**src/rtl/mtc_pkg.sv**
```systemverilog
package mtc_pkg;

   typedef enum logic [1:0] {
      MODE_13     = 2'b00,
      MODE_16     = 2'b01,
      MODE_RELOAD = 2'b10,
      MODE_SPLIT  = 2'b11
   } mtc_mode_e;

endpackage

```
**src/rtl/mtc_prescaler.sv**
```systemverilog
module mtc_prescaler #(
   parameter int DIV_SLOW = 12,
   parameter int DIV_FAST = 4,
   parameter int DIV_ALT  = 13
) (
   input  logic clk,
   input  logic rst_n,
   input  logic fast_sel,
   input  logic alt_sel,
   output logic tick
);
   localparam int DMAX_A = (DIV_SLOW > DIV_FAST) ? DIV_SLOW : DIV_FAST;
   localparam int DMAX   = (DMAX_A > DIV_ALT) ? DMAX_A : DIV_ALT;
   localparam int CW     = $clog2(DMAX);
   localparam logic [CW-1:0] LAST_SLOW = CW'(DIV_SLOW - 1);
   localparam logic [CW-1:0] LAST_FAST = CW'(DIV_FAST - 1);
   localparam logic [CW-1:0] LAST_ALT  = CW'(DIV_ALT - 1);

   if (DIV_SLOW < 2 || DIV_FAST < 2 || DIV_ALT < 2) begin : g_bad_div
      $error("mtc_prescaler: every divisor must be at least 2");
   end

   logic [CW-1:0] phase_q;
   logic [CW-1:0] last_sel;

   always_comb begin
      if (alt_sel)       last_sel = LAST_ALT;
      else if (fast_sel) last_sel = LAST_FAST;
      else               last_sel = LAST_SLOW;
   end

   // >= keeps the phase bounded when the divisor shrinks mid-period
   assign tick = (phase_q >= last_sel);

   always_ff @(posedge clk) begin
      if (!rst_n)    phase_q <= '0;
      else if (tick) phase_q <= '0;
      else           phase_q <= phase_q + CW'(1);
   end

endmodule

```
**src/rtl/mtc_edge_det.sv**
```systemverilog
module mtc_edge_det #(
   parameter int SYNC_STAGES = 2
) (
   input  logic clk,
   input  logic rst_n,
   input  logic pin,
   input  logic sample,
   output logic fall
);
   if (SYNC_STAGES < 1) begin : g_bad_sync
      $error("mtc_edge_det: SYNC_STAGES must be at least 1");
   end

   logic [SYNC_STAGES-1:0] sync_q;
   logic                   held_q;

   for (genvar i = 0; i < SYNC_STAGES; i++) begin : g_sync
      if (i == 0) begin : g_first
         always_ff @(posedge clk) begin
            if (!rst_n) sync_q[0] <= 1'b1;
            else        sync_q[0] <= pin;
         end
      end else begin : g_next
         always_ff @(posedge clk) begin
            if (!rst_n) sync_q[i] <= 1'b1;
            else        sync_q[i] <= sync_q[i-1];
         end
      end
   end

   // level captured at the previous sample point
   always_ff @(posedge clk) begin
      if (!rst_n)      held_q <= 1'b1;
      else if (sample) held_q <= sync_q[SYNC_STAGES-1];
   end

   assign fall = sample & held_q & ~sync_q[SYNC_STAGES-1];

endmodule

```
**src/rtl/mtc_count_core.sv**
```systemverilog
module mtc_count_core
   import mtc_pkg::*;
#(
   parameter int BYTE_W    = 8,
   parameter int LOW_PRE_W = 5
) (
   input  logic              clk,
   input  logic              rst_n,
   input  mtc_mode_e         mode,
   input  logic              lo_evt,
   input  logic              hi_evt,
   input  logic              wr_lo,
   input  logic              wr_hi,
   input  logic [BYTE_W-1:0] wr_data,
   input  logic              clr_ovf,
   input  logic              clr_ovf_hi,
   output logic [BYTE_W-1:0] cnt_lo,
   output logic [BYTE_W-1:0] cnt_hi,
   output logic              ovf,
   output logic              ovf_hi
);
   localparam int WIDE_W = 2 * BYTE_W;

   if (LOW_PRE_W < 1 || LOW_PRE_W >= BYTE_W) begin : g_bad_pre
      $error("mtc_count_core: LOW_PRE_W must lie in 1..BYTE_W-1");
   end

   logic [BYTE_W-1:0]    lo_q, hi_q, lo_n, hi_n;
   logic                 ovf_q, ovf_hi_q;
   logic                 wrap_main, wrap_hi;
   logic [LOW_PRE_W-1:0] pre_bits;
   logic [WIDE_W-1:0]    wide_sum;

   assign pre_bits = lo_q[LOW_PRE_W-1:0];
   assign wide_sum = {hi_q, lo_q} + WIDE_W'(1);

   always_comb begin
      lo_n      = lo_q;
      hi_n      = hi_q;
      wrap_main = 1'b0;
      wrap_hi   = 1'b0;
      unique case (mode)
         MODE_13: begin
            if (lo_evt) begin
               if (&pre_bits) begin
                  lo_n[LOW_PRE_W-1:0] = '0;
                  hi_n                = hi_q + BYTE_W'(1);
                  wrap_main           = &hi_q;
               end else begin
                  lo_n[LOW_PRE_W-1:0] = pre_bits + LOW_PRE_W'(1);
               end
            end
         end
         MODE_16: begin
            if (lo_evt) begin
               {hi_n, lo_n} = wide_sum;
               wrap_main    = &{hi_q, lo_q};
            end
         end
         MODE_RELOAD: begin
            if (lo_evt) begin
               if (&lo_q) begin
                  lo_n      = hi_q;
                  wrap_main = 1'b1;
               end else begin
                  lo_n = lo_q + BYTE_W'(1);
               end
            end
         end
         MODE_SPLIT: begin
            if (lo_evt) begin
               lo_n      = lo_q + BYTE_W'(1);
               wrap_main = &lo_q;
            end
            if (hi_evt) begin
               hi_n    = hi_q + BYTE_W'(1);
               wrap_hi = &hi_q;
            end
         end
         default: ;
      endcase
      if (wr_lo) lo_n = wr_data;
      if (wr_hi) hi_n = wr_data;
   end

   always_ff @(posedge clk) begin
      if (!rst_n) begin
         lo_q     <= '0;
         hi_q     <= '0;
         ovf_q    <= 1'b0;
         ovf_hi_q <= 1'b0;
      end else begin
         lo_q     <= lo_n;
         hi_q     <= hi_n;
         ovf_q    <= wrap_main | (ovf_q & ~clr_ovf);
         ovf_hi_q <= wrap_hi | (ovf_hi_q & ~clr_ovf_hi);
      end
   end

   assign cnt_lo = lo_q;
   assign cnt_hi = hi_q;
   assign ovf    = ovf_q;
   assign ovf_hi = ovf_hi_q;

endmodule

```
**src/rtl/mtc_timer.sv**
```systemverilog
module mtc_timer
   import mtc_pkg::*;
#(
   parameter int BYTE_W      = 8,
   parameter int LOW_PRE_W   = 5,
   parameter int DIV_SLOW    = 12,
   parameter int DIV_FAST    = 4,
   parameter int DIV_ALT     = 13,
   parameter int SYNC_STAGES = 2
) (
   input  logic              clk,
   input  logic              rst_n,
   input  logic [1:0]        mode,
   input  logic              ext_mode,
   input  logic              fast_sel,
   input  logic              alt_sel,
   input  logic              run_en,
   input  logic              hi_run_en,
   input  logic              ext_pin,
   input  logic              wr_lo,
   input  logic              wr_hi,
   input  logic [BYTE_W-1:0] wr_data,
   input  logic              clr_ovf,
   input  logic              clr_ovf_hi,
   output logic [BYTE_W-1:0] cnt_lo,
   output logic [BYTE_W-1:0] cnt_hi,
   output logic              ovf,
   output logic              ovf_hi
);
   logic      tick;
   logic      pin_fall;
   logic      lo_evt;
   logic      hi_evt;
   mtc_mode_e mode_e;

   assign mode_e = mtc_mode_e'(mode);

   mtc_prescaler #(
      .DIV_SLOW (DIV_SLOW),
      .DIV_FAST (DIV_FAST),
      .DIV_ALT  (DIV_ALT)
   ) u_pre (
      .clk      (clk),
      .rst_n    (rst_n),
      .fast_sel (fast_sel),
      .alt_sel  (alt_sel),
      .tick     (tick)
   );

   mtc_edge_det #(
      .SYNC_STAGES (SYNC_STAGES)
   ) u_edge (
      .clk    (clk),
      .rst_n  (rst_n),
      .pin    (ext_pin),
      .sample (tick),
      .fall   (pin_fall)
   );

   assign lo_evt = run_en & (ext_mode ? pin_fall : tick);
   assign hi_evt = hi_run_en & tick;

   mtc_count_core #(
      .BYTE_W    (BYTE_W),
      .LOW_PRE_W (LOW_PRE_W)
   ) u_core (
      .clk        (clk),
      .rst_n      (rst_n),
      .mode       (mode_e),
      .lo_evt     (lo_evt),
      .hi_evt     (hi_evt),
      .wr_lo      (wr_lo),
      .wr_hi      (wr_hi),
      .wr_data    (wr_data),
      .clr_ovf    (clr_ovf),
      .clr_ovf_hi (clr_ovf_hi),
      .cnt_lo     (cnt_lo),
      .cnt_hi     (cnt_hi),
      .ovf        (ovf),
      .ovf_hi     (ovf_hi)
   );

endmodule

```
**config.mk**
```make
export PLATFORM = sky130hd
export DESIGN_NAME = mtc_timer
export DESIGN_NICKNAME = d
export VERILOG_FILES = /design/src/rtl/mtc_pkg.sv /design/src/rtl/mtc_prescaler.sv /design/src/rtl/mtc_edge_det.sv /design/src/rtl/mtc_count_core.sv /design/src/rtl/mtc_timer.sv
export SDC_FILE = /design/constraint.sdc
export NUM_CORES = 1
export LEC_CHECK = 0
export CORE_MARGIN = 4
export CORE_UTILIZATION = 44
export DETAILED_ROUTE_END_ITERATION = 6
export HOLD_SLACK_MARGIN = 0.1
export PLACE_DENSITY = 0.79
export SETUP_SLACK_MARGIN = 0.5
export SYNTH_ARGS = -nofsm -noshare
export SYNTH_HDL_FRONTEND = slang
export SYNTH_SLANG_ARGS = --single-unit
export TNS_END_PERCENT = 100
```
**constraint.sdc**
```tcl
create_clock -name clk -period 2.42 [get_ports clk]
set_clock_uncertainty 0.2 [all_clocks]
set_input_delay 0.242 -clock clk [delete_from_list [all_inputs] [get_ports clk]]
set_output_delay 0.242 -clock clk [all_outputs]
set_load 0.01 [all_outputs]
```
======== Word level (Yosys, flattened, before mapping) ========
Index checks and enable logic that the tools add are counted.
storage, ports and cells
  register bits after elaboration ......... 25
  output and inout bits ................... 18
  bits of input ports ..................... 22
  logic and storage cells ................. 76
operators by class
  magnitude comparators ................... 1
  $add $sub $neg .......................... 5
  reductions and logical operators ........ 11
  equal/unequal tests ..................... 11
  bitwise gates (word level) .............. 12
  multiplexer cells ....................... 27
operator list
  kind                                           number
  two-way mux 8 bit                              10
  one-hot mux 8 bit (3 select lines)             1
  != test 3 bit, second input constant           7
  one-hot mux 5 bit (4 select lines)             1
  adder 16 x 1 -> 16 bit, second input constant  1
  adder 8 x 1 -> 8 bit, second input constant    2
  AND reduction 16 bit                           1
  AND reduction 8 bit                            2
  two-way mux 5 bit                              2
  AND reduction 5 bit                            2
  two-way mux 1 bit                              9
  one-hot mux 3 bit (3 select lines)             1
  two-way mux 4 bit                              2
  AND reduction 4 bit                            2
  nonzero test 4 bit                             2
  AND 1 bit                                      6
  adder 5 x 1 -> 5 bit, second input constant    1
  adder 4 x 1 -> 4 bit, second input constant    1
  == test 2 bit, second input constant           2
  greater-or-equal comparator 4 bit              1
  NOT 1 bit                                      4
  one-hot mux 1 bit (4 select lines)             1
  != test 3 x 2 -> 1 bit, second input constant  1
  == test 2 x 1 -> 1 bit, second input constant  1
  other kinds (3)                                4

======== Logic depth before layout (Yosys ltp) ========
  word-level depth ........................ 10
  mapped depth ............................ 10
  gate-level depth less buffers ........... 9

======== Modules after synthesis ========
A second synthesis with hierarchy kept.
unflattened totals
  cell total of the unflattened synthesis .. 219
  area, all modules ....................... 1774.2 µm²
by module, submodules not included
  module          sequential area each (µm²)  times used  area an instance (µm²)  cells each
  mtc_count_core  360.3                       1           1415.1                  183
  mtc_prescaler   80.1                        1           240.2                   25
  mtc_edge_det    60.1                        1           96.3                    8
  mtc_timer       0.0                         1           22.5                    3

======== Worst setup path before layout ========
Ideal clock, no wire load.
  path type ............................... reg-to-reg
  from .................................... register u_core.lo_q[0] (netlist: u_core.cnt_lo[0])
  to ...................................... register u_core.hi_q[4] (netlist: u_core.cnt_hi[4])
  buffers on the path ..................... 0
  cell stages (with the launch flop) ...... 10
  arrival time ............................ 2.253 ns
  clock period less this slack ............ 2.527 ns
  setup time .............................. 0.074 ns
  setup slack ............................. -0.107 ns
  required time ........................... 2.146 ns
  cell sequence ........................... dfxtp_1 > ha_1 > nand3_1 > clkinv_1 > ha_1 > nor2_2 > a2111oi_4 > o211ai_2 > or4_1 > a31oi_1
on the way
  word-level cells in the longest chain between the ends .. 4
  elaborated cells between the ends (all ways) .. 7
  those cells by class .................... add/sub: 1; eq/ne: 1; mux: 3; reduce/logical: 2
ends and longest elaborated chain
  item                                RTL line              RTL
  start, declared                     mtc_count_core.sv:28  logic [BYTE_W-1:0] lo_q, hi_q, lo_n, hi_n;
  start signal, assigned              mtc_count_core.sv:93  lo_q <= lo_n;
  adder 16 x 1 -> 16 bit              mtc_count_core.sv:35  assign wide_sum = {hi_q, lo_q} + WIDE_W'(1);
  two-way mux 8 bit                   mtc_count_core.sv:55  if (lo_evt) begin
  one-hot mux 8 bit (3 select lines)  mtc_count_core.sv:42  unique case (mode)
  two-way mux 8 bit                   mtc_count_core.sv:83  if (wr_hi) hi_n = wr_data;
  end signal, assigned                mtc_count_core.sv:94  hi_q <= hi_n;
  end, declared                       mtc_count_core.sv:28
Parallel ways exist; a longest one is shown, timed or not. The select of a mux whose other input is x is not followed.
A chain may end at the register's enable or synchronous reset.

======== Final worst setup path ========
  from .................................... register u_core.lo_q[1] (netlist: u_core.cnt_lo[1])
  to ...................................... register u_core.hi_q[6] (netlist: u_core.cnt_hi[6])
Same word-level chain as after synthesis.

==> results.yml <==
critical_path:
  cp_max_fo: 5
  cp.arrival_ps: 2240
  path_class: "reg -> reg"
  end_kind: "flop"
  start_kind: "flop"
  crit_required_ps: 2420
place:
  gp_congestion: 0.911
  preCtsSetupSlack_ps: -181
  portBuffers: 39
  dp_hpwl_mm: 3.49
cts:
  ctsHoldBuffers: 0
  ctsRootBufferMaster: "clkbuf_8"
  cts_num_sinks: 25
  h-tree-depth: 1
  numCtsBuffers: 3
  cts_tree: "built"
  clockBufferDepth: 2
  worstSkewPairLatency_ps: 270
  cts.clk_slew.worst_paths_ps: 90
synthesis:
  yosys.area_share.simple_pct: 31.2
  yosysUniqueCellTypes: 48
  synth-xor-area-share_pct: 2.13
  yosysSeqAreaShare_pct: 30.5
  syn_area_um2: 1640
  syn_inst: 205
  synth.top_cells.by_area: "dfxtp_1 30%, ha_1 6.1%, nand2_1 5.3%, o21ai_0 4.9%, nand3_1 4.3%"
  yosysWarnings: 0
  yosys-mux-area-fraction_pct: 0.610
  synth_flop_cell: "dfxtp_1"
  synth_edf_count: 0
  synth_nets: 235
  synth-seq-cells: 25
  synth_compound_area_share_pct: 25.3
  synth_top_family_by_area: "simple AND/OR/NAND/NOR gates"
  avgSynthCellArea_um2: 8.01
  async_flop_share_pct: 0
  yosysTopAreaCell: "dfxtp_1"
  synthDominantCellAreaShare_pct: 30.5
  synthAdderAreaFrac_pct: 6.10
timing:
  fmax_mhz: 447
  fin_ws_ps: 182
  hold_slack_ps: 214
  tightestPinTransition_ps: 413
  slew_violations: 0
  fin_crit_ps: 2240
  hold_viol: 0
  relSlewSlack_pct: 72.2
  period_share_pct: 92.5
  finalSetupViolCount: 0
  fin_setup_tns_ps: 0
  rsz0062_at_grt: "true"
die:
  die_area_um2: 4770
  io_pins: 40
  die_x_um: 69.1
  start_util_pct: 47.3
  row_count: 21
  core_area_um2: 3470
  die_height_um: 69.1
global_routing:
  overflow: 0
  antenna_found_initial: 0
  grtUsageTotal_pct: 22.3
  grt_pass1_wl_mm: 8.85
  grt_pass1_vias: 1787
  grt_max_degree: 26
route:
  drtPass1Iterations: 5
  drt_iter0_drc: 193
  via_per_inst: 6.07
  routedWlPerCell_um: 17.6
  ant_nets: 0
  vias: 1956
  drt-total-wl_mm: 5.66
  route.detailed.drc: 0
finish:
  areaGrowthSynthToFinish_pct: 61.6
  layout-drive-gt1-share_pct: 30.1
  num_antenna_cells: 0
  regArea_um2: 510
  fin_nets: 307
  multi_input_area_um2: 1310
  fill_cells: 245
power_and_ir_drop:
  vdd_drop_max_mv: 0.214
  total_power_mw: 1.08
  powerDensity_nw_per_um2: 408
  leakage_nw: 0.997
outcome:
  status: "finished clean"
flow_run:
  maxCapViolations: 0
min_path:
  hp-class: "reg -> reg"
[kinds of logic after synthesis]
logic type	count (synthesis)
flops	25
buf+inv	15
fa+ha+maj	8
compound gates	60
xor+xnor	4
mux	1
simple gates	92
[state kept, by name, indices dropped and copies added, names as in the netlist]
| register | count |
|---|---|
| u_edge.held_q | 1 |
| u_edge.sync_q | 2 |
| u_core.cnt_lo | 8 |
| u_core.cnt_hi | 8 |
| u_core.ovf | 1 |
| u_pre.phase_q | 4 |
| u_core.ovf_hi | 1 |
[stage by stage]
step	std cells	util [%]	instance area, um2
after floorplan	205	-	1700
after global routing	322	76.5	2650
after detailed placement	299	64.2	2230
after CTS	318	74.1	2570
after global placement	299	64.2	2230
final	322	76.5	2650
[layer usage]
layer  vias to the layer above  track usage [%]  wire length [um]
met1                       885             29.4              2250
li1                        922                -                 -
met3                        25             3.49               492
met5                         -                0                 0
met2                       124             37.6              2750
met4                         0             5.86               163
[power by group]
part	leakage (nW)	total [mW]	internal [mW]	switching [mW]
logic	0.766	0.346	0.190	0.156
registers	0.208	0.478	0.438	0.0404
clock network	0.0228	0.257	0.118	0.139
[path summary, 6_finish.rpt]
check                        start          endpoint  slack, ps  cells past startpoint
setup reg to reg  u_core.cnt_lo[1]  u_core.cnt_hi[6]        180                     10
hold reg to reg   u_edge.sync_q[0]  u_edge.sync_q[1]        210                      1
hold / removal    u_edge.sync_q[0]  u_edge.sync_q[1]        210                      1
setup / recovery  u_core.cnt_lo[1]  u_core.cnt_hi[6]        180                     10
[cells in the mapped netlist (all sizes together) (6+ instances only)]
master  number
a31oi       10
dfxtp       25
ha           8
nand2       23
nand2b       6
nand3       14
nand4        7
nor2        11
o21ai       23
o31ai        7
[worst max-delay path: stages (launching register included)]
cell       delay, ps
dfxtp_4          370
ha_4             150
nand3_4          100
clkinv_4          70
ha_4             120
nor2_2            40
a2111oi_4        190
buf_4            200
o211ai_4          90
or4_1            470
a31oi_1          170
[timing repair]
| item | in CTS | in global routing |
|---|---|---|
| pin swaps | 27 | 18 |
| resized for setup | 39 | 12 |
| cloned | 1 | 0 |
| setup buffers | 14 | 4 |
| setup endpoints to repair | 23 | 23 |
[layout by cell type, fill, tap and decap left out, drive strengths merged, types with 4 or more instances in the layout]
master	n
or4	5
nand2b	6
inv	5
o21ai	23
a31oi	10
buf	35
clkdlybuf4s50	37
nand3	14
ha	8
dfxtp	25
nand2	23
nand4	7
and3	5
o21a	5
o31ai	7
nor2	11
and4	4
or3	5
clkbuf	4
[layout make-up]
type | count | area share [%]
clock buffers | 4 | 1.70
multi-input cells | 166 | 49.3
well taps | 46 | 2.17
inverters | 7 | 1.18
flip-flops and latches | 25 | 19.2
repair buffers | 74 | 26.4
Note: power is estimated with default switching activity, not from simulation.
